===== config.mk =====
export PLATFORM = sky130hd
export DESIGN_NAME = trace_addr_qual
export DESIGN_NICKNAME = d
export VERILOG_FILES = /design/src/rtl/taq_pkg.sv /design/src/rtl/taq_cfg_regs.sv /design/src/rtl/taq_cmp_unit.sv /design/src/rtl/trace_addr_qual.sv
export SDC_FILE = /design/constraint.sdc
export NUM_CORES = 1
export LEC_CHECK = 0
export BUFFER_PORTS_ARGS = -buffer_cell sky130_fd_sc_hd__clkbuf_2
export CORE_ASPECT_RATIO = 0.9
export CORE_MARGIN = 5
export CORE_UTILIZATION = 45
export CTS_CLUSTER_SIZE = 25
export DETAILED_ROUTE_END_ITERATION = 8
export GPL_TIMING_DRIVEN = 0
export PLACE_DENSITY = 0.74
export SLEW_MARGIN = 20
export SYNTH_ARGS = -nofsm -noshare
export SYNTH_HDL_FRONTEND = slang
export SYNTH_SLANG_ARGS = --single-unit

===== constraint.sdc =====
create_clock -name clk -period 2.2 [get_ports clk]
set_clock_uncertainty 0.15 [all_clocks]
set_input_delay 0.66 -clock clk [delete_from_list [all_inputs] [get_ports clk]]
set_output_delay 0.66 -clock clk [all_outputs]
set_load 0.01 [all_outputs]

===== src/rtl/taq_pkg.sv =====
package taq_pkg;

  localparam int MAX_CMP   = 16;
  localparam int CTX_SLOTS = 8;

  typedef enum logic [1:0] {
    DEP_NONE = 2'b00,
    DEP_CID  = 2'b01,
    DEP_VCID = 2'b10,
    DEP_BOTH = 2'b11
  } ctx_dep_e;

  // lvl_off[3:0] secure EL0..EL3, lvl_off[6:4] non-secure EL0..EL2
  typedef struct packed {
    logic [6:0] lvl_off;
    logic [2:0] ctx_sel;
    ctx_dep_e   dep;
  } acc_type_t;

  function automatic logic [63:0] type_wmask(input bit has_cid, input bit has_vcid);
    logic [63:0] m;
    m = 64'h7F00;
    if (has_cid)             m = m | 64'h0004;
    if (has_vcid)            m = m | 64'h0008;
    if (has_cid || has_vcid) m = m | 64'h0070;
    return m;
  endfunction

  function automatic logic [63:0] type_to_reg(input acc_type_t t);
    return {49'b0, t.lvl_off, 1'b0, t.ctx_sel, t.dep, 2'b00};
  endfunction

  function automatic logic el_permits(input acc_type_t t, input logic [1:0] el,
                                      input logic ns);
    if (ns && el == 2'd3) return 1'b0;
    return !t.lvl_off[{ns, el}];
  endfunction

  function automatic logic ctx_permits(input acc_type_t t, input logic [CTX_SLOTS-1:0] cid,
                                       input logic [CTX_SLOTS-1:0] vid);
    logic need_c, need_v;
    need_c = t.dep[0];
    need_v = t.dep[1];
    return (!need_c || cid[t.ctx_sel]) && (!need_v || vid[t.ctx_sel]);
  endfunction

endpackage


===== src/rtl/taq_cfg_regs.sv =====
module taq_cfg_regs
  import taq_pkg::*;
#(
  parameter int NUM_CMP  = 8,
  parameter int ADDR_W   = 64,
  parameter bit HAS_CID  = 1'b1,
  parameter bit HAS_VCID = 1'b1
) (
  input  logic              clk,
  input  logic              rst_n,
  input  logic              cfg_wr,
  input  logic              cfg_rd,
  input  logic              cfg_sel,
  input  logic [3:0]        cfg_idx,
  input  logic [63:0]       cfg_wdata,
  input  logic              unit_idle,
  output logic [63:0]       cfg_rdata,
  output logic              cfg_err,
  output logic              wr_accept,
  output logic [ADDR_W-1:0] val_o [NUM_CMP],
  output acc_type_t         typ_o [NUM_CMP]
);

  localparam int  IDX_W   = (NUM_CMP > 1) ? $clog2(NUM_CMP) : 1;
  localparam bit  HAS_ANY = HAS_CID || HAS_VCID;

  logic [ADDR_W-1:0] val_q [NUM_CMP];
  acc_type_t         typ_q [NUM_CMP];
  logic              idx_ok;
  logic [IDX_W-1:0]  idx;
  acc_type_t         new_typ;
  logic [63:0]       rd_word;

  assign idx_ok    = int'(cfg_idx) < NUM_CMP;
  assign idx       = cfg_idx[IDX_W-1:0];
  assign wr_accept = cfg_wr && unit_idle && idx_ok;

  always_comb begin
    new_typ.lvl_off = cfg_wdata[14:8];
    new_typ.ctx_sel = HAS_ANY ? cfg_wdata[6:4] : 3'b000;
    new_typ.dep     = ctx_dep_e'({HAS_VCID ? cfg_wdata[3] : 1'b0,
                                  HAS_CID  ? cfg_wdata[2] : 1'b0});
  end

  always_comb begin
    if (cfg_sel) rd_word = type_to_reg(typ_q[idx]);
    else         rd_word = 64'(val_q[idx]);
  end

  always_ff @(posedge clk or negedge rst_n) begin
    if (!rst_n) begin
      for (int i = 0; i < NUM_CMP; i++) begin
        val_q[i] <= '0;
        typ_q[i] <= '0;
      end
    end else if (wr_accept) begin
      if (cfg_sel) typ_q[idx] <= new_typ;
      else         val_q[idx] <= cfg_wdata[ADDR_W-1:0];
    end
  end

  always_ff @(posedge clk or negedge rst_n) begin
    if (!rst_n) begin
      cfg_rdata <= '0;
      cfg_err   <= 1'b0;
    end else begin
      cfg_rdata <= (cfg_rd && idx_ok) ? rd_word : '0;
      cfg_err   <= (cfg_rd || cfg_wr) && !idx_ok;
    end
  end

  assign val_o = val_q;
  assign typ_o = typ_q;

endmodule


===== src/rtl/taq_cmp_unit.sv =====
module taq_cmp_unit
  import taq_pkg::*;
#(
  parameter int ADDR_W = 64
) (
  input  logic [ADDR_W-1:2]    cmp_val,
  input  acc_type_t            cmp_typ,
  input  logic [ADDR_W-1:2]    pc_hi,
  input  logic [1:0]           cur_el,
  input  logic                 cur_ns,
  input  logic [CTX_SLOTS-1:0] ctx_hit,
  input  logic [CTX_SLOTS-1:0] vctx_hit,
  output logic                 lvl_ok,
  output logic                 hit
);

  logic addr_eq;
  logic ctx_ok;

  assign addr_eq = (cmp_val == pc_hi);
  assign lvl_ok  = el_permits(cmp_typ, cur_el, cur_ns);
  assign ctx_ok  = ctx_permits(cmp_typ, ctx_hit, vctx_hit);
  assign hit     = addr_eq && lvl_ok && ctx_ok;

endmodule


===== src/rtl/trace_addr_qual.sv =====
module trace_addr_qual
  import taq_pkg::*;
#(
  parameter int NUM_PAIRS = 4,
  parameter int ADDR_W    = 64,
  parameter bit HAS_CID   = 1'b1,
  parameter bit HAS_VCID  = 1'b1
) (
  input  logic        clk,
  input  logic        rst_n,
  input  logic        cfg_wr,
  input  logic        cfg_rd,
  input  logic        cfg_sel,
  input  logic [3:0]  cfg_idx,
  input  logic [63:0] cfg_wdata,
  output logic [63:0] cfg_rdata,
  output logic        cfg_err,
  input  logic        unit_idle,
  input  logic [63:0] pc_addr,
  input  logic [1:0]  cur_el,
  input  logic        cur_ns,
  input  logic [7:0]  ctx_hit,
  input  logic [7:0]  vctx_hit,
  output logic [15:0] cmp_match
);

  localparam int NUM_CMP = 2 * NUM_PAIRS;

  logic [ADDR_W-1:0]  val_w [NUM_CMP];
  acc_type_t          typ_w [NUM_CMP];
  logic               wr_accept;
  logic [MAX_CMP-1:0] lvl_ok;
  logic [MAX_CMP-1:0] hit_raw;
  logic [1:0]         unused_pc_lo;

  assign unused_pc_lo = pc_addr[1:0];

  taq_cfg_regs #(
    .NUM_CMP (NUM_CMP),
    .ADDR_W  (ADDR_W),
    .HAS_CID (HAS_CID),
    .HAS_VCID(HAS_VCID)
  ) u_regs (
    .clk      (clk),
    .rst_n    (rst_n),
    .cfg_wr   (cfg_wr),
    .cfg_rd   (cfg_rd),
    .cfg_sel  (cfg_sel),
    .cfg_idx  (cfg_idx),
    .cfg_wdata(cfg_wdata),
    .unit_idle(unit_idle),
    .cfg_rdata(cfg_rdata),
    .cfg_err  (cfg_err),
    .wr_accept(wr_accept),
    .val_o    (val_w),
    .typ_o    (typ_w)
  );

  for (genvar g = 0; g < MAX_CMP; g++) begin : g_cmp
    if (g < NUM_CMP) begin : g_live
      taq_cmp_unit #(.ADDR_W(ADDR_W)) u_cmp (
        .cmp_val (val_w[g][ADDR_W-1:2]),
        .cmp_typ (typ_w[g]),
        .pc_hi   (pc_addr[ADDR_W-1:2]),
        .cur_el  (cur_el),
        .cur_ns  (cur_ns),
        .ctx_hit (ctx_hit),
        .vctx_hit(vctx_hit),
        .lvl_ok  (lvl_ok[g]),
        .hit     (hit_raw[g])
      );
    end else begin : g_absent
      assign lvl_ok[g]  = 1'b0;
      assign hit_raw[g] = 1'b0;
    end
  end

  always_ff @(posedge clk or negedge rst_n) begin
    if (!rst_n) cmp_match <= '0;
    else        cmp_match <= hit_raw;
  end

endmodule


* Word level (Yosys, flattened, before mapping)
Cells that the tools add are included.
W data, S select, Z words.
** Operators by class
- Bitwise gates (word level) :: 2
- Reduce and logical (&&, ||, !) cells :: 74
- Mux-type cells :: 72
- Eq/ne operators :: 9
- Order comparisons :: 12
** Operators by type and width (number)
- $bwmux W512 :: 1
- $eq A62 B62 Y1 :: 8
- $mux W64 :: 5
- $bmux W64 S3 :: 1
- $demux W64 S3 :: 1
- $bwmux W96 :: 1
- $bmux W1 S3 :: 24
- $bmux W12 S3 :: 1
- $demux W12 S3 :: 1
- $lt A3 B4 Y1 const B :: 9
- $mux W12 :: 3
- $mux W1 :: 34
- $logic_and A1 B1 Y1 :: 30
- $logic_not A1 Y1 :: 25
- $logic_or A1 B1 Y1 :: 17
- $ge A4 B4 Y1 const B :: 1
- $lt A4 B1 Y1 const B :: 1
- $lt A4 B4 Y1 const B :: 1
- $not A3 Y4 :: 1
- $reduce_and A2 Y1 :: 2
- $eq A2 B2 Y1 const B :: 1
- $not A1 Y1 :: 1
** Storage, ports and cells
- Input bits :: 157
- Flip-flop bits (word level) :: 681
- Logic and storage cells :: 204

* Logic depth before layout (Yosys ltp)
- Depth in word-level cells :: 6
- Mapped depth :: 8
- Mapped depth without buffers :: 5

* Cells and area by module
Synthesis repeated with hierarchy kept, for this count alone.
** Second synthesis, totals
- Cells, all modules :: 2718
- Area total of the unflattened synthesis :: 35720.5 sq um
** By module, submodules not included
- taq_cfg_regs :: area each 28309.7 sq um, times used 1, sequential area each 16841.2 sq um, cells each 1925
- taq_cmp_unit :: area each 893.4 sq um, times used 8, sequential area each 0.0 sq um, cells each 97
- trace_addr_qual :: area each 264.0 sq um, times used 1, sequential area each 200.2 sq um, cells each 17

* Least setup slack after synthesis
No wires, ideal clock.
- Path type :: in2reg
- Start point :: input port cur_ns
- End point :: register cmp_match[2]
- Setup slack :: -103 ps
- Arrival :: 2067 ps
- Stages :: 7
- Path through :: clkbuf_1 -> buf_1 -> mux2i_1 -> o2bb2ai_1 -> a221oi_1 -> nand3_1 -> nor3_1
** Between the ends
- Cells in the longest elaborated chain, start to end :: 6
- Elaborated cells on any way between the ends :: 8
- Those cells by class :: mux (4); reduce/logical (4)
** Ends and longest elaborated chain
- start, declared :: line trace_addr_qual.sv:21 : input logic cur_ns,
- $bmux W1 S3 :: line taq_pkg.sv:36 : return !t.lvl_off[{ns, el}];
- $mux W1 (implied by the code) :: line taq_pkg.sv:36
- $logic_not A1 Y1 :: line taq_pkg.sv:36
- $mux W1 (*) :: line taq_pkg.sv:36
- $logic_and A1 B1 Y1 (*) (2 in a row) :: line taq_cmp_unit.sv:23 : assign hit = addr_eq && lvl_ok && ctx_ok;
- net g_cmp[2].g_live.u_cmp.hit :: line taq_cmp_unit.sv:14 : output logic hit
- end signal, assigned :: line trace_addr_qual.sv:80 : else cmp_match <= hit_raw;
- end, declared :: line trace_addr_qual.sv:24 : output logic [15:0] cmp_match
The timed path passes the listed nets; every way through them passes the cells marked *. The select of a mux whose other input is x is not followed.
A chain may end at the register's enable or synchronous reset.

* Final worst setup path
- Start point :: register u_regs.val_q, in the netlist u_regs.val_o[315]
- End point :: register cmp_match[3]
** Between the ends
- Cells in the longest elaborated chain, start to end :: 3
** Ends and longest elaborated chain
- start, declared :: line taq_cfg_regs.sv:27 : logic [ADDR_W-1:0] val_q [NUM_CMP];
- start signal, assigned by index :: line taq_cfg_regs.sv:58 : else val_q[idx] <= cfg_wdata[ADDR_W-1:0];
- $eq A62 B62 Y1 :: line taq_cmp_unit.sv:20 : assign addr_eq = (cmp_val == pc_hi);
- $logic_and A1 B1 Y1 (2 in a row) :: line taq_cmp_unit.sv:23
- net g_cmp[3].g_live.u_cmp.hit :: line taq_cmp_unit.sv:14
The timed path passes the listed nets, and every way through them passes these cells.

==> flow_summary.json <==
{
  "hp-class": "in2reg",
  "comb_power_share": 0.216,
  "cp_data_required_time_ns": 2.57,
  "fmax_ghz": 0.3893,
  "ys_warn_count": 0,
  "cts_sinks": 681,
  "cp_max_fo": 3,
  "internal_power_mw": 25.46,
  "portBuffers": 161,
  "path_cells": "xnor2_4 > nand4_1 > nor4_4 > nand4_1 > nor4b_2",
  "area_delta_synth_final_pct": 20.67,
  "rsz0062_at_grt": "true",
  "vdd.ir_drop.worst_uv": 635.3,
  "clkTransAtPathRegs_ns": 0.06,
  "slew-limit-headroom": 0.3920,
  "route.detailed.drc": 0,
  "p_leak_nw": 18.42,
  "cts_root_buffer": "clkbuf_16",
  "maxCapViolCount": 0,
  "drt_iter0_markers": 4285,
  "final_net_count": 3183,
  "final_common_cell": "dfrtp_1",
  "drive_gt1_frac": 0.4180,
  "setup_ws_ns": -0.3685,
  "yosysTopAreaCellShare": 0.4859,
  "crit_top_cell": "nand4_1",
  "synthFlopType": "dfrtp_1",
  "layout_common_cells": "dfrtp_1, mux2_2, xnor2_1, clkbuf_2, a22oi_1",
  "status": "finished, violations left",
  "clk_latency_ns": 0.65,
  "tightest_slew_ns": 0.9054,
  "fin_setup_tns_ns": -3.183,
  "start_util": 0.4522,
  "cts_tree": "done",
  "synth_top_area_cell": "dfrtp_1",
  "synthArstFlopShare": 1.000,
  "die_area_um2": 83630,
  "overflow": 0,
  "synth.distinct_cells": 42,
  "grt_pass1_wl_mm": 225.4,
  "setup-violations-final": 58,
  "cp-start-kind": "flop",
  "worstSetupStartpoint": "u_regs.val_o[315]",
  "timing.rr.start": "u_regs.val_o[315]",
  "synthTopCellsByArea": "dfrtp_1, mux2_2, xnor2_1",
  "detail-route-antenna-nets": 0,
  "post_drt_wl_per_cell_um": 40.61,
  "htreeDepth": 3,
  "p_seq_frac": 0.421,
  "arrival_ns": 2.94,
  "fin_total_pwr_mw": 37.56,
  "dp_hpwl_mm": 123.8,
  "crit_slowest_cell": "nand4_1",
  "route.vias.total": 28250,
  "hold_viol": 0,
  "grt_usage": 0.3883,
  "ioPinCount": 238,
  "clkPwrFrac": 0.363,
  "grt_antenna_before_repair": 27,
  "grt_max_degree": 90,
  "sw_frac_of_total": 0.3221,
  "rows": 97,
  "switching_power_mw": 12.10,
  "avgViaCountPerCell": 6.843,
  "pre_cts_ws_ns": -1.909,
  "grt_pass1_vias": 27000,
  "cts_buffers": 74,
  "crit_type": "reg2reg",
  "post-route-min-period_ns": 2.568,
  "pwr_density_cell_nw_per_um2": 887.4,
  "routabilityCongestion": 1.101,
  "endpoint_kind": "flop",
  "syn_area_um2": 35070,
  "syn_avg_cell_area_um2": 12.74,
  "die_x_um": 304.3,
  "core_um2": 77550,
  "ys_seq_area_frac": 0.4859,
  "cpLargestDelayFamily": "simple AND/OR/NAND/NOR gates",
  "final_util": 0.5457,
  "syn_inst": 2753,
  "cts_buffer_depth": 3,
  "worstHoldStart": "cfg_wr",
  "ys_ff_latch": 681,
  "cp_num_buf_inv": 0,
  "wl_mm": 167.7,
  "report.final.slew_viol_count": 0,
  "drt_pass1_iterations": 7,
  "slowest_delay_ns": 0.47,
  "fin_crit_sh": 1.167,
  "die_h_um": 274.9,
  "hold_slack_ns": 0.1339,
  "synth_edf_count": 0,
  "failed_checks": "negative setup slack"
}
==> area by class of cell <==
type | instances | area (µm²)
clock inverter | 34 | 535.5
inverter | 8 | 30.03
buffer | 229 | 1406
timing repair buffer | 190 | 1290
tap | 1039 | 1300
antenna | 9 | 22.52
multi-input combinational | 1842 | 18610
sequential | 681 | 17050
clock buffer | 97 | 2079
fill | 6507 | 35230
==> final timing paths <==
check                                 endpoint  slack, ns  cells past startpoint
min                             u_regs.cfg_err       0.13                      2
min in group asynchronous      u_regs.val_o[6]       0.48                      3
max                               cmp_match[3]      -0.37                      5
max in group asynchronous  u_regs.cfg_rdata[4]       0.16                      6
min reg2reg                  u_regs.val_o[448]       0.35                      1
max reg2reg                       cmp_match[3]      -0.37                      5
==> routing by layer <==
metal  track usage  routed length (µm)  vias to the layer above
met5             0                 135                        -
met4        0.2162               11920                       20
met3        0.1660               24680                      554
met2        0.5315               66920                     2184
met1        0.5188               64030                    14720
li1              -                   -                    10770
==> what timing repair did <==
item | CTS | global route
hold endpoints to repair | 31 | 59
setup buffers | 7 | 5
setup endpoints to repair | 420 | 94
pin swaps | 22 | 22
hold buffers | 4 | 3
gates cloned | 0 | 0
resized for setup | 274 | 122
==> per-stage QoR <==
stage,cell area [µm²],std cells
3_3_place_gp,37220,3960
5_1_grt,42300,4121
2_1_floorplan,35110,2760
4_1_cts,41650,4112
6_report,42320,4129
3_5_place_dp,37520,3970
==> sequential cells by signal, summed over array words and instances (netlist names) <==
signal            count
u_regs.cfg_err        1
u_regs.typ_o         96
u_regs.val_o        512
u_regs.cfg_rdata     64
cmp_match             8
==> Yosys cell counts (15+ instances only) <==
cell / number
mux2_1: 23
a22oi_1: 174
nand2_1: 15
dfrtp_1: 681
a221oi_1: 69
buf_1: 27
mux4_2: 40
a31oi_1: 56
nand4_1: 125
nor2_1: 15
mux2i_1: 15
nor4_1: 38
clkbuf_1: 101
a22o_1: 73
buf_2: 86
nand3_1: 35
xor2_1: 22
mux2_2: 585
xnor2_1: 474
==> logic make-up after synthesis <==
family / Yosys count / synth area share
compound gates: 397 / 0.08730
xor+xnor: 496 / 0.1239
buf+inv: 237 / 0.03015
flops: 681 / 0.4859
mux: 663 / 0.2252
other cells: 1 / 0.0001069
simple gates: 278 / 0.04752
==> power groups by stage <==
stage	sequential (mW)	combinational (mW)	clock [mW]
5_1_grt	15.9	8.12	14.2
6_report	15.8	8.11	13.6
4_1_cts	15.7	7.51	13.6
3_3_place_gp	15.7	6.96	0
2_1_floorplan	15.3	3.86	0
3_5_place_dp	15.8	7.07	0
Power figures use the tool's default switching activity.
